--- src/rtl/ctxs_pkg.sv ---
package ctxs_pkg;

  typedef enum logic [1:0] {
    K_TRAP1 = 2'd0,
    K_TRAP2 = 2'd1,
    K_TRAP3 = 2'd2,
    K_WAIT  = 2'd3
  } kind_e;

  typedef enum logic [2:0] {
    ST_IDLE,
    ST_PUSH,
    ST_RDA,
    ST_RDB,
    ST_RDC,
    ST_PAD,
    ST_HALT
  } st_e;

  localparam int CC_ENT  = 7;
  localparam int CC_FMSK = 6;
  localparam int CC_IMSK = 4;
  localparam int NBYTES  = 12;
  localparam int IDX_W   = $clog2(NBYTES + 1);

  typedef struct packed {
    logic [7:0]  cc;
    logic [7:0]  a;
    logic [7:0]  b;
    logic [7:0]  dp;
    logic [15:0] x;
    logic [15:0] y;
    logic [15:0] u;
    logic [15:0] pc;
  } ctx_t;

endpackage

--- src/rtl/ctxs_byte_mux.sv ---
module ctxs_byte_mux
  import ctxs_pkg::*;
(
  input  ctx_t             ctx,
  input  logic [IDX_W-1:0] idx,
  output logic [7:0]       byte_o
);
  // Push order: program counter first, condition codes last; low half of a word first.
  always_comb begin
    case (idx)
      IDX_W'(0):  byte_o = ctx.pc[7:0];
      IDX_W'(1):  byte_o = ctx.pc[15:8];
      IDX_W'(2):  byte_o = ctx.u[7:0];
      IDX_W'(3):  byte_o = ctx.u[15:8];
      IDX_W'(4):  byte_o = ctx.y[7:0];
      IDX_W'(5):  byte_o = ctx.y[15:8];
      IDX_W'(6):  byte_o = ctx.x[7:0];
      IDX_W'(7):  byte_o = ctx.x[15:8];
      IDX_W'(8):  byte_o = ctx.dp;
      IDX_W'(9):  byte_o = ctx.b;
      IDX_W'(10): byte_o = ctx.a;
      IDX_W'(11): byte_o = ctx.cc;
      default:    byte_o = 8'h00;
    endcase
  end
endmodule

--- src/rtl/ctxs_vec_sel.sv ---
module ctxs_vec_sel
  import ctxs_pkg::*;
#(
  parameter int AW        = 16,
  parameter int VEC_TRAP1 = 16'hFFFA,
  parameter int VEC_TRAP2 = 16'hFFF4,
  parameter int VEC_TRAP3 = 16'hFFF2
) (
  input  kind_e         kind,
  output logic [AW-1:0] vec_o
);
  always_comb begin
    case (kind)
      K_TRAP2: vec_o = AW'(VEC_TRAP2);
      K_TRAP3: vec_o = AW'(VEC_TRAP3);
      default: vec_o = AW'(VEC_TRAP1);
    endcase
  end
endmodule

--- src/rtl/ctx_stack_seq.sv ---
module ctx_stack_seq
  import ctxs_pkg::*;
#(
  parameter int AW        = 16,
  parameter int LAT_TRAP1 = 19,
  parameter int LAT_TRAP2 = 20,
  parameter int VEC_TRAP1 = 16'hFFFA,
  parameter int VEC_TRAP2 = 16'hFFF4,
  parameter int VEC_TRAP3 = 16'hFFF2
) (
  input  logic          clk,
  input  logic          rst,
  input  logic          start,
  input  logic [1:0]    kind,
  input  logic [7:0]    mask_imm,
  input  logic [7:0]    cc_in,
  input  logic [7:0]    a_in,
  input  logic [7:0]    b_in,
  input  logic [7:0]    dp_in,
  input  logic [15:0]   x_in,
  input  logic [15:0]   y_in,
  input  logic [15:0]   u_in,
  input  logic [15:0]   s_in,
  input  logic [15:0]   pc_in,
  input  logic          wake,
  input  logic [7:0]    mem_rdata,
  output logic [AW-1:0] mem_addr,
  output logic          mem_we,
  output logic [7:0]    mem_wdata,
  output logic          mem_re,
  output logic [7:0]    cc_out,
  output logic [15:0]   s_out,
  output logic [15:0]   pc_out,
  output logic          busy,
  output logic          halted,
  output logic          done
);
  localparam int LAT_MAX = (LAT_TRAP1 > LAT_TRAP2) ? LAT_TRAP1 : LAT_TRAP2;
  localparam int CYC_W   = $clog2(LAT_MAX + 1);
  localparam logic [CYC_W-1:0] END_T1  = CYC_W'(LAT_TRAP1 - 1);
  localparam logic [CYC_W-1:0] END_T23 = CYC_W'(LAT_TRAP2 - 1);
  localparam logic [7:0] MSK_SET = 8'((1 << CC_FMSK) | (1 << CC_IMSK));

  st_e              st;
  kind_e            kind_q;
  ctx_t             ctx_q;
  ctx_t             ctx_next;
  logic [15:0]      sp_q;
  logic [IDX_W-1:0] idx_q;
  logic [CYC_W-1:0] cyc_q;
  logic [7:0]       vhi_q;
  logic [7:0]       vlo_q;
  logic [7:0]       push_byte;
  logic [AW-1:0]    vec_addr;
  logic [7:0]       cc_work;
  logic [CYC_W-1:0] end_cyc;

  // Entire-state flag goes in before anything is stacked; wait kind masks first.
  always_comb begin
    cc_work         = (kind_e'(kind) == K_WAIT) ? (cc_in & mask_imm) : cc_in;
    cc_work[CC_ENT] = 1'b1;
    ctx_next = '{cc: cc_work, a: a_in, b: b_in, dp: dp_in,
                 x: x_in, y: y_in, u: u_in, pc: pc_in};
  end

  assign end_cyc = (kind_q == K_TRAP1) ? END_T1 : END_T23;

  ctxs_byte_mux u_mux (
    .ctx    (ctx_q),
    .idx    (idx_q),
    .byte_o (push_byte)
  );

  ctxs_vec_sel #(
    .AW(AW), .VEC_TRAP1(VEC_TRAP1), .VEC_TRAP2(VEC_TRAP2), .VEC_TRAP3(VEC_TRAP3)
  ) u_vec (
    .kind  (kind_q),
    .vec_o (vec_addr)
  );

  always_ff @(posedge clk) begin
    if (rst) begin
      st        <= ST_IDLE;
      kind_q    <= K_TRAP1;
      ctx_q     <= '0;
      sp_q      <= '0;
      idx_q     <= '0;
      cyc_q     <= '0;
      vhi_q     <= '0;
      vlo_q     <= '0;
      mem_addr  <= '0;
      mem_we    <= 1'b0;
      mem_wdata <= '0;
      mem_re    <= 1'b0;
      cc_out    <= '0;
      s_out     <= '0;
      pc_out    <= '0;
      busy      <= 1'b0;
      halted    <= 1'b0;
      done      <= 1'b0;
    end else begin
      done   <= 1'b0;
      mem_we <= 1'b0;
      mem_re <= 1'b0;
      if (busy) cyc_q <= cyc_q + 1'b1;
      case (st)
        ST_IDLE: begin
          if (start) begin
            kind_q    <= kind_e'(kind);
            ctx_q     <= ctx_next;
            sp_q      <= s_in - 16'd1;
            mem_we    <= 1'b1;
            mem_addr  <= AW'(s_in - 16'd1);
            mem_wdata <= pc_in[7:0];
            idx_q     <= IDX_W'(1);
            cyc_q     <= CYC_W'(1);
            busy      <= 1'b1;
            st        <= ST_PUSH;
          end
        end
        ST_PUSH: begin
          if (idx_q != IDX_W'(NBYTES)) begin
            mem_we    <= 1'b1;
            mem_addr  <= AW'(sp_q - 16'd1);
            mem_wdata <= push_byte;
            sp_q      <= sp_q - 16'd1;
            idx_q     <= idx_q + 1'b1;
          end else if (kind_q == K_WAIT) begin
            halted <= 1'b1;
            done   <= 1'b1;
            busy   <= 1'b0;
            cc_out <= ctx_q.cc;
            s_out  <= sp_q;
            pc_out <= ctx_q.pc;
            st     <= ST_HALT;
          end else begin
            mem_re   <= 1'b1;
            mem_addr <= vec_addr;
            st       <= ST_RDA;
          end
        end
        ST_RDA: begin
          mem_re   <= 1'b1;
          mem_addr <= vec_addr + AW'(1);
          st       <= ST_RDB;
        end
        ST_RDB: begin
          vhi_q <= mem_rdata;
          st    <= ST_RDC;
        end
        ST_RDC: begin
          vlo_q <= mem_rdata;
          st    <= ST_PAD;
        end
        ST_PAD: begin
          if (cyc_q >= end_cyc) begin
            done   <= 1'b1;
            busy   <= 1'b0;
            s_out  <= sp_q;
            pc_out <= {vhi_q, vlo_q};
            cc_out <= (kind_q == K_TRAP1) ? (ctx_q.cc | MSK_SET) : ctx_q.cc;
            st     <= ST_IDLE;
          end
        end
        ST_HALT: begin
          if (wake) begin
            halted <= 1'b0;
            st     <= ST_IDLE;
          end
        end
        default: st <= ST_IDLE;
      endcase
    end
  end

  // stack writes walk downward one byte per cycle
  p_push_step_r2: assert property (@(posedge clk) disable iff (rst)
    mem_we && $past(mem_we) |-> mem_addr == $past(mem_addr) - AW'(1));

  // writes only happen inside a running sequence, never together with a read
  p_we_busy_r2: assert property (@(posedge clk) disable iff (rst)
    mem_we |-> busy && !mem_re);

  // every completed save returns condition codes carrying the entire-state flag
  p_ent_flag_r3: assert property (@(posedge clk) disable iff (rst)
    done |-> cc_out[CC_ENT]);

  // the first trap kind leaves both interrupt masks set
  p_trap1_masks_r5: assert property (@(posedge clk) disable iff (rst)
    done && kind_q == K_TRAP1 |-> cc_out[CC_FMSK] && cc_out[CC_IMSK]);

  // completion is a single-cycle pulse
  p_done_pulse_r6: assert property (@(posedge clk) disable iff (rst)
    done |=> !done);

  // halt persists until woken and never issues reads
  p_halt_hold_r7: assert property (@(posedge clk) disable iff (rst)
    halted && !wake |=> halted);
  p_halt_noread_r7: assert property (@(posedge clk) disable iff (rst)
    halted |-> !mem_re && !mem_we);

  // a sequence in progress or a halt is not disturbed by start
  p_busy_halt_excl_r8: assert property (@(posedge clk) disable iff (rst)
    !(busy && halted));

endmodule

--- config.mk ---
export PLATFORM = sky130hd
export DESIGN_NAME = ctx_stack_seq
export DESIGN_NICKNAME = d
export VERILOG_FILES = /design/src/rtl/ctxs_pkg.sv /design/src/rtl/ctxs_byte_mux.sv /design/src/rtl/ctxs_vec_sel.sv /design/src/rtl/ctx_stack_seq.sv
export SDC_FILE = /design/constraint.sdc
export NUM_CORES = 1
export LEC_CHECK = 0
export BUFFER_PORTS_ARGS = -buffer_cell sky130_fd_sc_hd__buf_2
export CAP_MARGIN = 10
export CORE_MARGIN = 4
export CORE_UTILIZATION = 40
export DETAILED_ROUTE_END_ITERATION = 10
export GPL_TIMING_DRIVEN = 0
export SYNTH_ARGS = -nofsm -noshare
export SYNTH_HDL_FRONTEND = slang
export SYNTH_HIERARCHICAL = 1
export SYNTH_SLANG_ARGS = --single-unit
--- constraint.sdc ---
create_clock -name clk -period 2.8 [get_ports clk]
set_input_delay 0.14 -clock clk [delete_from_list [all_inputs] [get_ports clk]]
set_output_delay 0.14 -clock clk [all_outputs]
set_load 0.02 [all_outputs]
Word level (Yosys, flattened, before mapping). Index checks and enable logic that the tools add are counted. W data, S select, Z words.

Add/sub/neg operators: 5. Order comparisons: 1. Equality and inequality tests: 29. Muxes and demuxes: 57. Bitwise gates (word level): 1. Reductions and logical operators: 15.

Operator list (count): $mux W16 (10); $pmux W16 S2 (3); $pmux W8 S12 (1); $pmux W16 S3 (1); $mux W8 (5); $pmux W8 S2 (2); $sub A16 B1 Y16 const B (2); $pmux W3 S7 (1); $add A16 B1 Y16 const B (1); $eq A4 B3 Y1 const B (4); $eq A4 B4 Y1 const B (4); $pmux W4 S2 (2); $mux W1 (15); $mux W3 (5); $mux W5 (3); $mux W7 (2); $ne A2 B2 Y1 const B (6); $reduce_and A4 Y1 (3); $eq A3 B3 Y1 const B (3); $eq A4 B2 Y1 const B (2); $mux W4 (2); $pmux W1 S2 (4); $and A7 B7 Y7 (1); $eq A2 B2 Y1 const B (3); 18 further kinds (23).

Bits in registers: 211. Input port bits: 134. Logic and storage cells: 133.

Logic depth before layout (Yosys ltp).
Depth in word-level cells: 5. Mapped depth: 10. Mapped depth without buffers: 9.

By module. The synthesis kept the hierarchy.

By module, submodules not included: ctx_stack_seq (instances 1, cells each 1138, area an instance 9206.3 um2); ctxs_byte_mux (instances 1, cells each 141, area an instance 1078.5 um2); ctxs_vec_sel (instances 1, cells each 19, area an instance 137.6 um2).

Worst setup path before layout. No wires, ideal clock.

Path kind: register to register. Start point: register kind_q[0]. End point: register cc_out[0]. Library setup time: 0.129 ns. Data arrival time: 2.076 ns. Path slack: 0.595 ns. Cell stages (with the launch flop): 11. Path buffers: 2. Clock period less this slack: 2.205 ns. Cell sequence: dfxtp_1 -> nor2_1 -> inv_1 -> ha_1 -> nand2b_1 -> a211oi_1 -> o31ai_1 -> and2_1 -> buf_2 -> clkbuf_1 -> o21ai_0.

Longest elaborated chain between the ends: 5.

RTL lines: start, declared (line ctx_stack_seq.sv:45) `kind_e kind_q;`; start signal, assigned (line ctx_stack_seq.sv:109) `kind_q <= kind_e'(kind);`; $logic_not A2 Y1 (line ctx_stack_seq.sv:66) `assign end_cyc = (kind_q == K_TRAP1) ? END_T1 : END_T23;`; $mux W1 (line ctx_stack_seq.sv:66); $ge A5 B5 Y1 (line ctx_stack_seq.sv:156) `if (cyc_q >= end_cyc) begin`; $ne A2 B2 Y1 (no source line); $reduce_and A4 Y1 (no source line) *; end signal, assigned (line ctx_stack_seq.sv:132) `cc_out <= ctx_q.cc;`; end signal, assigned (line ctx_stack_seq.sv:161) `cc_out <= (kind_q == K_TRAP1) ? (ctx_q.cc | MSK_SET) : ctx_q.cc;`; end, declared (line ctx_stack_seq.sv:31) `output logic [7:0] cc_out,`.

Every way passes the cells marked *; elsewhere a longest branch is shown, timed or not. A chain may end at the register's enable or synchronous reset.

Worst setup path in the final report.
Start point: register kind_q[1]. End point: register pc_out[14].

Longest elaborated chain between the ends: 5.

RTL lines: $logic_not A2 Y1 (line ctx_stack_seq.sv:66); $mux W1 (line ctx_stack_seq.sv:66); $ge A5 B5 Y1 (line ctx_stack_seq.sv:156); $ne A2 B2 Y1 (no source line); $reduce_and A4 Y1 (no source line) *; end signal, assigned (line ctx_stack_seq.sv:134) `pc_out <= ctx_q.pc;`; end signal, assigned (line ctx_stack_seq.sv:160) `pc_out <= {vhi_q, vlo_q};`; end, declared (line ctx_stack_seq.sv:33) `output logic [15:0] pc_out,`.

Marked as above.

==> qor.csv <==
metric,value,unit
crit_fanout,10,
fmax,0.372,GHz
synthMuxAreaShare,4.69,%
drc,0,
vias_per_cell,5.52,
cp_data_required_time,3.22,ns
synth_compound_area_share,21.5,%
cp-start-kind,flip-flop,
dp_cells,1839,
fin_crit_sh,95.9,%
initial_core_util,41.0,%
synth_top_family_by_area,simple AND/OR/NAND/NOR gates,
ant_nets,0,
cp.arrival,3.11,ns
grtUsageMet2,42.8,%
cpMaxStageDelayCell,dfxtp_1,
die_x,169,um
drt_iter0_drc,1026,
rows,58,
tritoncts,yes,
power_density,622,nW/um^2
dr_total_vias,11013,
antenna_found_initial,0,
outcome,"complete, no violations",
ios,203,
min_period,2.69,ns
finalSetupViolCount,0,
met3_usage,4.33,%
gp_congestion,0.944,
holdWs,0.00862,ns
clk_pin_slew_worst_paths,0.06,ns
worstHoldPathType,input pin to flip-flop,
antenna_cells,0,
irDropWorstVdd,0.423,mV
synth-simple-area-share,22.8,%
synthXorXnorAreaFrac,2.52,%
hold_viol_final,0,
async_reset_ff_share,0,%
ys_types,84,
core_area,25400,sq um
syn_area,10400,sq um
yosysSeqAreaShare,40.5,%
synth_flop_cell,dfxtp_1,
die_area,28700,sq um
worst_skew_pair.late_latency,0.52,ns
grt_pass1_vias,10528,
area_growth,32.5,%
grt_pass1_wl,60100,um
cap_viol_max_count,0,
cts.path.max_buffers,3,
endpoint_kind,flip-flop,
wl_per_cell,19.8,um
drt_pass1_iterations,5,
p_leak,0.00553,uW
synth-seq-cells,211,
synth_warnings,6,
use_met1,35.5,%
portBuffers,200,
fin_util,54.4,%
drt-total-wl,39500,um
final_layout_size_suffix_gt1_share,19.5,%
pre_cts_ws,-0.552,ns
final_common_cell,nand2_1,
max_stage_delay,0.43,ns
avgSynthCellArea,8.03,sq um
dp_hpwl,29100,um
die_h,169,um
grt-ovfl-total,0,
grtUsageTotal,26.4,%
synth_edf_count,0,
cts_buffers,24,
fin_ws,0.114,ns
slew_headroom,32.9,%
htreeDepth,1,
clock-sinks,211,
crit_type,flip-flop to flip-flop,
finalNetCount,1791,
grt_max_degree,13,
worst_slew_pin_slew,1.01,ns
slew_viol_final,0,
clock-root-buffer,clkbuf_16,
synth_cells,1298,
mostFrequentLayoutCells,"273 x nand2_1, 218 x buf_2, 211 x dfxtp_1",
worstPathCellList,"nor2_2, inv_1, ha_1, nand2b_1, a211oi_2, o31ai_4, and2_1, buf_2, clkbuf_4, a311oi_1",
clock_skew,0.0118,ns
top_usage_layer,met2,
final_cell_count_no_fill,1995,
synthAdderAreaFrac,1.08,%
-- cells in the mapped netlist (21+ instances only) --
master    instances  area share [%]
mux2i_1          32             3.1
a21oi_1         153             7.3
nand2_1         273             9.8
dfxtp_1         211              41
o21ai_0          36             1.7
clkbuf_1         76             2.7
a311oi_1         21             1.8
nand4_1          29             1.7
inv_1            23            0.83
nor2_1           85             3.1
xor2_1           23             1.9
-- flip-flops by register name, summed over array words and instances (netlist names), 8 cells and up --
signal     count
cc_out         8
ctx_q         96
mem_addr      16
mem_wdata      8
pc_out        16
s_out         16
sp_q          16
vhi_q          8
vlo_q          8
-- what timing repair did --
item | in CTS | in global routing
resized for setup | 5 | 4
endpoints found under the setup margin | 49 | 29
cloned | 0 | 0
hold buffers | 113 | 0
hold endpoints to repair | 122 | 0
buffers inserted | 0 | 1
pin swaps | 0 | 1
-- power breakdown --
group / internal [uW] / total [uW] / switching [uW]
Sequential: 3250 / 3470 / 222
Clock: 1810 / 3060 / 1250
Combinational: 787 / 2060 / 1280
Total: 5840 / 8590 / 2750
-- through the flow --
stage	cell area, sq um	TNS, ns	power (uW)
floorplan	10500	0	4720
global placement	11900	-12.68	5400
detailed placement	11900	-12.72	5410
CTS	13800	0	8570
global route	13800	-0.0303	8950
finish	13800	0	8590
-- cell families after synthesis --
family	Yosys count
buf+inv	150
mux	44
fa+ha+maj	9
flops	211
xor+xnor	30
simple gates	509
other cells	2
compound gates	343
-- critical path, delay by kind of cell, from the launching register on --
kind	cells	cell delay (ns)
AOI/OAI and AO/OA	3	0.78
and+or+nand+nor	3	0.58
buffers and inverters	3	0.52
DFF	1	0.43
adders and majority gates	1	0.27
-- cell type report --
| type | count | area (sq um) |
|---|---|---|
| fill | 2466 | 11600 |
| multi-input combinational | 948 | 5550 |
| sequential | 211 | 4220 |
| timing repair buffer | 314 | 2140 |
| clock buffer | 36 | 737 |
| buffer | 125 | 623 |
| tap | 330 | 413 |
| inverter | 24 | 90.1 |
| clock inverter | 7 | 37.5 |
-- routing by layer --
layer  up-vias  part of all wire [%]
li1       5315                     -
met1      5144                    43
met2       452                    46
met3       102                   7.1
met4         0                   3.7
met5         -                     0
-- worst paths after layout --
check                 start    endpoint  slack [ns]  cells past startpoint
setup / recovery  kind_q[1]  pc_out[14]        0.11                     10
hold / removal          rst    s_out[6]       0.009                      4
setup reg to reg  kind_q[1]  pc_out[14]        0.11                     10
hold reg to reg   ctx_q[77]   ctx_q[77]        0.46                      2
Power figures use the tool's default switching activity.
